<file path="src/rtl/adc_host_pkg.sv">
// Package: shared types for the conversion-gated ADC reader.
// Assumes nothing beyond a single clock domain.
package adc_host_pkg;

    // Sequencer states of the host reader
    typedef enum logic [2:0] {
        ST_IDLE       = 3'd0,
        ST_CONVERT    = 3'd1,
        ST_WAIT_FIRST = 3'd2,
        ST_SHIFT      = 3'd3,
        ST_DONE       = 3'd4
    } host_state_t;

endpackage

</file>
<file path="src/rtl/adc_dn_timer.sv">
// Module: loadable down counter that reports when it has reached zero.
// Assumes load has priority over decrement; it holds at zero.
module adc_dn_timer #(
    parameter int WIDTH = 4
) (
    input  logic             clk,
    input  logic             rst_n,
    input  logic             load,
    input  logic [WIDTH-1:0] load_val,
    input  logic             dec,
    output logic             zero_o
);

    logic [WIDTH-1:0] cnt;

    // Counter register: load, count down, or hold
    always_ff @(posedge clk) begin
        if (!rst_n) begin
            cnt <= '0;
        end else if (load) begin
            cnt <= load_val;
        end else if (dec && (cnt != '0)) begin
            cnt <= cnt - 1'b1;
        end
    end

    // Expiry flag
    assign zero_o = (cnt == '0);

endmodule

</file>
<file path="src/rtl/adc_rx_shift.sv">
// Module: serial-to-parallel register, MSB first, with a count of bits taken.
// Assumes the sequencer never requests more than DATA_W captures per word.
module adc_rx_shift #(
    parameter int DATA_W = 16,
    localparam int CNT_W = $clog2(DATA_W + 1)
) (
    input  logic              clk,
    input  logic              rst_n,
    input  logic              clr,
    input  logic              cap,
    input  logic              din,
    output logic [DATA_W-1:0] word_o,
    output logic [CNT_W-1:0]  count_o
);

    // Shift register and bit counter
    always_ff @(posedge clk) begin
        if (!rst_n || clr) begin
            word_o  <= '0;
            count_o <= '0;
        end else if (cap) begin
            word_o  <= {word_o[DATA_W-2:0], din};
            count_o <= count_o + 1'b1;
        end
    end

    // never more captures than the word holds
    assert_bit_count_max_R4: assert property (@(posedge clk) disable iff (!rst_n)
        count_o <= CNT_W'(DATA_W));

    // no capture once the word is full unless it is cleared first
    assert_no_extra_capture_R4: assert property (@(posedge clk) disable iff (!rst_n)
        (count_o == CNT_W'(DATA_W)) && !clr |-> !cap);

endmodule

</file>
<file path="src/rtl/adc_conv_host.sv">
// Module: host reader for a converter driven by a single conversion trigger
// line. It holds the trigger high for the conversion time, lowers it, clocks
// out DATA_W bits with a divided serial clock, samples each bit on the rising
// edge and presents the word with a one-cycle strobe.
// Assumes the converter updates its data bit after each falling clock edge.
module adc_conv_host
    import adc_host_pkg::*;
#(
    parameter int DATA_W        = 16,
    parameter int SCK_HALF      = 2,
    parameter int CONV_TIME     = 6,
    parameter bit SLEEP_ON_DONE = 1'b0
) (
    input  logic              clk,
    input  logic              rst_n,
    input  logic              start_i,
    input  logic              ser_din_i,
    output logic              trig_o,
    output logic              ser_clk_o,
    output logic              busy_o,
    output logic [DATA_W-1:0] data_o,
    output logic              valid_o
);

    localparam int CT_W  = $clog2(CONV_TIME + 1);
    localparam int PT_W  = $clog2(SCK_HALF + 1);
    localparam int CNT_W = $clog2(DATA_W + 1);
    localparam logic [CT_W-1:0]  CT_LOAD  = CT_W'(CONV_TIME - 1);
    localparam logic [PT_W-1:0]  PT_LOAD  = PT_W'(SCK_HALF - 1);
    localparam logic [CNT_W-1:0] LAST_BIT = CNT_W'(DATA_W);

    host_state_t       state;
    logic              ct_load, ct_dec, ct_zero;
    logic              pt_load, pt_dec, pt_zero;
    logic              sh_clr, sh_cap;
    logic [DATA_W-1:0] sh_word;
    logic [CNT_W-1:0]  sh_count;

    // Conversion-time timer
    adc_dn_timer #(.WIDTH(CT_W)) u_conv_timer (
        .clk      (clk),
        .rst_n    (rst_n),
        .load     (ct_load),
        .load_val (CT_LOAD),
        .dec      (ct_dec),
        .zero_o   (ct_zero)
    );

    // Serial-clock half-period timer
    adc_dn_timer #(.WIDTH(PT_W)) u_phase_timer (
        .clk      (clk),
        .rst_n    (rst_n),
        .load     (pt_load),
        .load_val (PT_LOAD),
        .dec      (pt_dec),
        .zero_o   (pt_zero)
    );

    // Incoming bit assembly
    adc_rx_shift #(.DATA_W(DATA_W)) u_rx_shift (
        .clk     (clk),
        .rst_n   (rst_n),
        .clr     (sh_clr),
        .cap     (sh_cap),
        .din     (ser_din_i),
        .word_o  (sh_word),
        .count_o (sh_count)
    );

    // Timer and capture controls derived from the current state
    always_comb begin
        ct_load = 1'b0;
        ct_dec  = 1'b0;
        pt_load = 1'b0;
        pt_dec  = 1'b0;
        sh_clr  = 1'b0;
        sh_cap  = 1'b0;
        unique case (state)
            ST_IDLE: begin
                if (start_i) begin
                    ct_load = 1'b1;
                    sh_clr  = 1'b1;
                end
            end
            ST_CONVERT: begin
                if (ct_zero) pt_load = 1'b1;
                else         ct_dec  = 1'b1;
            end
            ST_WAIT_FIRST: begin
                if (pt_zero) begin
                    sh_cap  = 1'b1;
                    pt_load = 1'b1;
                end else begin
                    pt_dec = 1'b1;
                end
            end
            ST_SHIFT: begin
                if (pt_zero) begin
                    pt_load = 1'b1;
                    sh_cap  = !ser_clk_o;
                end else begin
                    pt_dec = 1'b1;
                end
            end
            default: ;
        endcase
    end

    // Sequencer and output registers
    always_ff @(posedge clk) begin
        if (!rst_n) begin
            state     <= ST_IDLE;
            trig_o    <= 1'b0;
            ser_clk_o <= 1'b0;
            data_o    <= '0;
            valid_o   <= 1'b0;
        end else begin
            valid_o <= 1'b0;
            unique case (state)
                ST_IDLE: begin
                    if (start_i) begin
                        trig_o <= 1'b1;
                        state  <= ST_CONVERT;
                    end
                end
                ST_CONVERT: begin
                    if (ct_zero) begin
                        trig_o <= 1'b0;
                        state  <= ST_WAIT_FIRST;
                    end
                end
                ST_WAIT_FIRST: begin
                    if (pt_zero) begin
                        ser_clk_o <= 1'b1;
                        state     <= ST_SHIFT;
                    end
                end
                ST_SHIFT: begin
                    if (pt_zero) begin
                        ser_clk_o <= !ser_clk_o;
                        if (ser_clk_o && (sh_count == LAST_BIT)) state <= ST_DONE;
                    end
                end
                ST_DONE: begin
                    data_o  <= sh_word;
                    valid_o <= 1'b1;
                    trig_o  <= SLEEP_ON_DONE;
                    state   <= ST_IDLE;
                end
                default: state <= ST_IDLE;
            endcase
        end
    end

    // Busy whenever a read is in progress
    assign busy_o = (state != ST_IDLE);

    // a read begins with the trigger high
    assert_trig_on_start_R2: assert property (@(posedge clk) disable iff (!rst_n)
        $rose(busy_o) |-> trig_o);

    // serial clock stays low while idle or while the trigger is high
    assert_sck_quiet_R3: assert property (@(posedge clk) disable iff (!rst_n)
        (!busy_o || trig_o) |-> !ser_clk_o);

    // strobe lasts a single cycle and comes with busy low
    assert_valid_single_R6: assert property (@(posedge clk) disable iff (!rst_n)
        valid_o |=> !valid_o);
    assert_valid_idle_R6: assert property (@(posedge clk) disable iff (!rst_n)
        valid_o |-> !busy_o);

    // a request during the shift phase does not restart the trigger
    assert_no_restart_R7: assert property (@(posedge clk) disable iff (!rst_n)
        (state == ST_SHIFT) && start_i |=> !trig_o);

    // trigger level in the strobe cycle follows the sleep option
    assert_trig_after_read_R9: assert property (@(posedge clk) disable iff (!rst_n)
        valid_o |-> (trig_o == SLEEP_ON_DONE));

endmodule

</file>
<file path="config.mk">
export PLATFORM = sky130hd
export DESIGN_NAME = adc_conv_host
export DESIGN_NICKNAME = d
export VERILOG_FILES = /design/src/rtl/adc_host_pkg.sv /design/src/rtl/adc_dn_timer.sv /design/src/rtl/adc_rx_shift.sv /design/src/rtl/adc_conv_host.sv
export SDC_FILE = /design/constraint.sdc
export NUM_CORES = 1
export LEC_CHECK = 0
export ABC_CLOCK_PERIOD_IN_PS = 2600
export BUFFER_PORTS_ARGS = -buffer_cell sky130_fd_sc_hd__buf_2
export CORE_MARGIN = 2
export CORE_UTILIZATION = 55
export DETAILED_ROUTE_END_ITERATION = 8
export GPL_TIMING_DRIVEN = 0
export MAX_ROUTING_LAYER = met4
export PLACE_DENSITY = 0.81
export SLEW_MARGIN = 30
export SYNTH_ARGS = -nofsm -noshare
export SYNTH_HDL_FRONTEND = slang
export SYNTH_HIERARCHICAL = 1
export SYNTH_SLANG_ARGS = --single-unit
</file>
<file path="constraint.sdc">
create_clock -name clk -period 2.6 [get_ports clk]
set_clock_uncertainty 0.2 [all_clocks]
set_input_delay 0.52 -clock clk [delete_from_list [all_inputs] [get_ports clk]]
set_output_delay 0.52 -clock clk [all_outputs]
set_load 0.02 [all_outputs]
</file>
=== Word level (Yosys, flattened, before mapping) ===
Cells that the tools add are included.

* Add/sub/neg operators: 3
* Equal/unequal tests: 10
* Multiplexer cells: 28
* Bitwise logic cells: 1
* Reduce and logical (&&, ||, !) cells: 22

{| class="wikitable"
|+ Operators by type and width
! cell !! number
|-
| two-way mux 3 bit || 7
|-
| two-way mux 1 bit || 16
|-
| one-hot mux 3 bit (4 select lines) || 1
|-
| != test 2 bit, second input constant || 5
|-
| nonzero test 3 bit || 3
|-
| nonzero test 2 bit || 4
|-
| equality test 3 x 2 -> 1 bit, second input constant || 2
|-
| zero test 3 bit || 2
|-
| one-hot mux 1 bit (2 select lines) || 3
|-
| AND reduction 3 bit || 2
|-
| OR reduction 2 bit || 3
|-
| adder 5 x 1 -> 5 bit, second input constant || 1
|-
| equality test 5 bit, second input constant || 1
|-
| AND reduction 5 bit || 1
|-
| equality test 3 x 1 -> 1 bit, second input constant || 1
|-
| equality test 3 bit, second input constant || 1
|-
| logical AND 1 bit || 3
|-
| one-hot mux 1 bit (3 select lines) || 1
|-
| subtractor 3 x 1 -> 3 bit, second input constant || 1
|-
| zero test 1 bit || 2
|-
| zero test 2 bit || 1
|-
| subtractor 2 x 1 -> 2 bit, second input constant || 1
|-
| logical OR 1 bit || 1
|-
| inverter 1 bit || 1
|}

* Bits in registers: 48
* Input port bits: 4
* Output and inout bits: 20
* Logic and storage cells: 75

=== Logic depth before layout (Yosys ltp) ===
* Depth in word-level cells: 6
* Mapped depth: 8
* Mapped depth without buffers: 8

=== By module ===
Netlist, hierarchy kept.

{| class="wikitable"
|+ Modules (own cells, without submodules)
! module !! times used !! cells an instance !! area each (um^2) !! sequential area each (um^2)
|-
| adc_conv_host || 1 || 114 || 997.2 || 440.4
|-
| adc_rx_shift || 1 || 75 || 829.5 || 420.4
|-
| adc_dn_timer at u_conv_timer || 1 || 21 || 185.2 || 60.1
|-
| adc_dn_timer at u_phase_timer || 1 || 14 || 122.6 || 40.0
|}

=== Worst setup path after synthesis ===
No wires, ideal clock.

* Path type: register to register
* Start point: reg state[0]
* End point: reg u_rx_shift.count_o[0]
* Setup time: 0.115 ns
* Data arrival time: 1.698 ns
* Data required time: 2.285 ns
* Path slack: 0.587 ns
* Cell stages (with the launch flop): 8
* Buffers on the path: 3
* Clock period less this slack: 2.013 ns
* Cells stage by stage: dfxtp_1 -> buf_4 -> or3_1 -> nor2_1 -> nand2b_1 -> buf_6 -> buf_6 -> nor2_1

* Word-level cells in the longest chain between the ends: 3
* Elaborated cells on any way between the ends: 6
* Those cells by class: eq/ne (2); mux (2); reduce/logical (2)

{| class="wikitable"
|+ RTL lines
! item !! RTL line !! text
|-
| from (decl) || adc_conv_host.sv:32 || <nowiki>host_state_t state;</nowiki>
|-
| from (signal assigned) || adc_conv_host.sv:112 || <nowiki>state <= ST_IDLE;</nowiki>
|-
| from (signal assigned) || adc_conv_host.sv:123 || <nowiki>state <= ST_CONVERT;</nowiki>
|-
| from (signal assigned) || adc_conv_host.sv:129 || <nowiki>state <= ST_WAIT_FIRST;</nowiki>
|-
| zero test 3 bit || -- ||
|-
| two-way mux 1 bit || -- ||
|-
| named net ct_load || adc_conv_host.sv:33 || <nowiki>logic ct_load, ct_dec, ct_zero;</nowiki>
|-
| logical OR 1 bit || adc_rx_shift.sv:18 || <nowiki>if (!rst_n || clr) begin</nowiki>
|-
| to (signal assigned) || adc_rx_shift.sv:23 || <nowiki>count_o <= count_o + 1'b1;</nowiki>
|-
| to (decl) || adc_rx_shift.sv:13 || <nowiki>output logic [CNT_W-1:0] count_o</nowiki>
|}

The timed path passes the listed nets, and every way through them passes these cells.
A chain may end at the register's enable or synchronous reset.

=== Final worst setup path ===
* Start point: reg u_conv_timer.cnt[0]
* End point: reg u_conv_timer.cnt[2]

* Word-level cells in the longest chain between the ends: 5
* Elaborated cells on any way between the ends: 9
* Those cells by class: add/sub (1); mux (4); reduce/logical (4)

{| class="wikitable"
|+ RTL lines
! item !! RTL line !! text
|-
| from (decl) || adc_dn_timer.sv:14 || <nowiki>logic [WIDTH-1:0] cnt;</nowiki>
|-
| from (signal assigned) || adc_dn_timer.sv:21 || <nowiki>cnt <= load_val;</nowiki>
|-
| from (signal assigned) || adc_dn_timer.sv:23 || <nowiki>cnt <= cnt - 1'b1;</nowiki>
|-
| zero test 3 bit || adc_dn_timer.sv:28 || <nowiki>assign zero_o = (cnt == '0);</nowiki>
|-
| named net ct_zero || adc_conv_host.sv:33 ||
|-
| two-way mux 1 bit || adc_conv_host.sv:86 || <nowiki>if (ct_zero) pt_load = 1'b1;</nowiki>
|-
| two-way mux 1 bit || adc_conv_host.sv:78 || <nowiki>unique case (state)</nowiki>
|-
| named net ct_dec || adc_conv_host.sv:33 ||
|-
| logical AND 1 bit || adc_dn_timer.sv:22 || <nowiki>end else if (dec && (cnt != '0)) begin</nowiki>
|-
| nonzero test 2 bit (no source line) || -- ||
|}

The timed path passes the listed nets, and every way through them passes these cells. The select of a mux whose other input is x is not followed.

==> flow_summary.yaml <==
placement:
  gp_congestion: 0.7390
  port_buffers: 23
  place_area_sq_mm: 0.002321
  dpl.hpwl_mm: 2.602
global_route:
  gr-usage-all-layers: 0.1838
  gr-total-overflow: 0
  grt_max_degree: 17
  grt_pass1_vias: 1468
  antenna_found_initial: 0
  grt_pass1_wl_mm: 6.189
clocking:
  worstSkewPairLatency_ns: 0.29
  numCtsBuffers: 5
  cts.hold.buffers_added: 0
  ctsResizeCount: 0
  cts.sinks: 48
  cts_tree: "yes"
  root_buffer: "clkbuf_8"
  cts.clk_slew.worst_paths_ns: 0.09
  cts.path.max_buffers: 2
  htreeDepth: 2
  postCtsSetupBuffers: 0
pwr:
  p_leak_uw: 0.0009922
  max-vdd-ir-drop_uv: 560.4
  p_per_area_mw_per_mm2: 841.6
timing:
  hold_viol: 0
  worstMarginPinSlew_ns: 0.5317
  drv_slew: 0
  tns_ns: 0
  fin_crit_sh: 0.8452
  min_period_ns: 2.197
  grt_setup_unrepaired: "false"
  setup_viol: 0
  max-slew-margin-rel: 0.6405
  timing.fmax_ghz: 0.4551
route:
  ant_nets: 0
  vias: 1539
  drt_iter0_drc: 63
  routedWlPerCell_um: 11.58
  drcViolationCount: 0
  drt_pass1_iterations: 4
  viasPerCell: 5.029
  wl_mm: 3.545
setup_path:
  path_max_fanout: 8
  worstSetupStartpointType: "register"
  criticalPathCategory: "register to register"
  end_kind: "register"
  cp.arrival_ns: 2.21
  crit_required_ns: 2.61
die:
  coreArea_sq_mm: 0.003689
  dieArea_sq_mm: 0.004395
  ioPinCount: 24
  rows: 22
  die_h_um: 66.30
  start_util: 0.5787
  die_w_um: 66.30
synthesis:
  syn_avg_cell_area_sq_um: 9.529
  synthCells: 224
  ys_ff_latch: 48
  yosysSeqAreaShare: 0.4502
  yosys_warnings: 6
  synth_cell_types: 41
  async_flop_share: 0
  synth_edf_count: 0
  netlist_area_sq_mm: 0.002135
  synth_ff_type: "dfxtp_1"
finish:
  diodes: 0
  area_growth_pct: 15.18
  drive_above_1_share: 0.1899
  fin_nets: 265
  fillers: 331
  fin_area_sq_mm: 0.002459
  final_common_cell: "dfxtp_1"
  layout_common_cells: "dfxtp_1 (48), nand2_1 (36), buf_2 (26)"
outcome:
  status: "finished, final reports clean"
hold_path:
  hold_class: "register to register"
run:
  drv_cap: 0
-- cell type report --
cell class / count / area [sq um] / share of cell area
Inverter: 9 / 33.78 / 0.01374
Clock buffer: 5 / 68.82 / 0.02799
Multi-Input combinational cell: 157 / 1046 / 0.4254
Timing Repair Buffer: 23 / 115.1 / 0.04682
Clock inverter: 3 / 68.82 / 0.02799
Buffer: 13 / 105.1 / 0.04275
Sequential cell: 48 / 960.9 / 0.3908
Tap cell: 48 / 60.06 / 0.02443
-- worst max-delay path: stages (launching register included) --
cell and delay (ns):
dfxtp_1 0.35, inv_1 0.05, ha_1 0.20, ha_1 0.29
nor4b_1 0.51, nor2b_4 0.27, o211ai_1 0.09, a21boi_0 0.17
-- per-layer routing --
metal  global-route usage  vias to the layer above  share of wire
li1                     -                      817              -
met1               0.2091                      696           0.48
met2               0.3188                       24           0.48
met3              0.03918                        2          0.033
met4              0.06378                        0         0.0068
met5                    -                        -              0
-- sequential cells by signal, summed over array words and instances (netlist names) --
| register | flops |
|---|---|
| ser_clk_o | 1 |
| valid_o | 1 |
| data_o | 16 |
| u_rx_shift/count_o | 5 |
| u_phase_timer/cnt | 2 |
| trig_o | 1 |
| u_rx_shift/word_o | 16 |
| state | 3 |
| u_conv_timer/cnt | 3 |
-- synthesized netlist by cell type, drive strengths merged, types with 2 or more instances --
cell | count | area [sq um]
nor4b | 2 | 17.52
nand3b | 8 | 60.06
or3b | 3 | 26.28
conb | 2 | 7.510
o211ai | 3 | 22.52
a21boi | 20 | 150.1
nand2 | 36 | 135.1
dfxtp | 48 | 960.9
xnor2 | 3 | 26.28
o21ai | 3 | 15.01
inv | 9 | 33.78
nor3b | 2 | 26.28
mux2i | 20 | 200.2
nand4b | 2 | 23.77
ha | 4 | 50.05
nand2b | 2 | 12.51
buf | 11 | 97.58
nor2b | 3 | 33.79
nor2 | 21 | 78.83
clkbuf | 2 | 7.510
a21oi | 6 | 30.03
nand4 | 2 | 12.51
-- path summary, 6_finish.rpt --
kind,from,to,slack [ns],depth (start not counted)
setup / recovery,u_conv_timer/cnt[0],u_conv_timer/cnt[2],0.40,7
hold / removal,data_o[6],data_o[6],0.25,2
setup reg to reg,u_conv_timer/cnt[0],u_conv_timer/cnt[2],0.40,7
hold reg to reg,data_o[6],data_o[6],0.25,2
-- through the flow --
stage	hold WS [ns]	instances	total power, uW	utilization	setup WS (ns)
after CTS	0.2557	306	2091	0.6666	0.4017
after floorplan	0.2403	227	1347	-	0.5872
final	0.2528	306	2069	0.6666	0.4026
after global routing	0.2664	306	2191	0.6666	0.2113
after global placement	0.2387	298	1444	0.6292	0.4629
after detailed placement	0.2423	298	1456	0.6292	0.4254
-- kinds of logic (layout without fill, tap and decap cells) --
family,Yosys count,after routing,share of synthesized area
AOI/OAI and AO/OA,36,36,0.1190
xor gates and xnor gates,3,3,0.01231
adders and majority gates,4,4,0.02345
buffers and inverters,22,53,0.06506
DFF,48,48,0.4502
muxes,21,21,0.09906
other,2,5,0.003518
and+or+nand+nor,88,88,0.2274
-- where the power goes --
group	internal (uW)	switching, uW
clock	387	245
combinational	273	321
sequential	791	52.9
No activity file was read; power rests on OpenSTA's default activity.
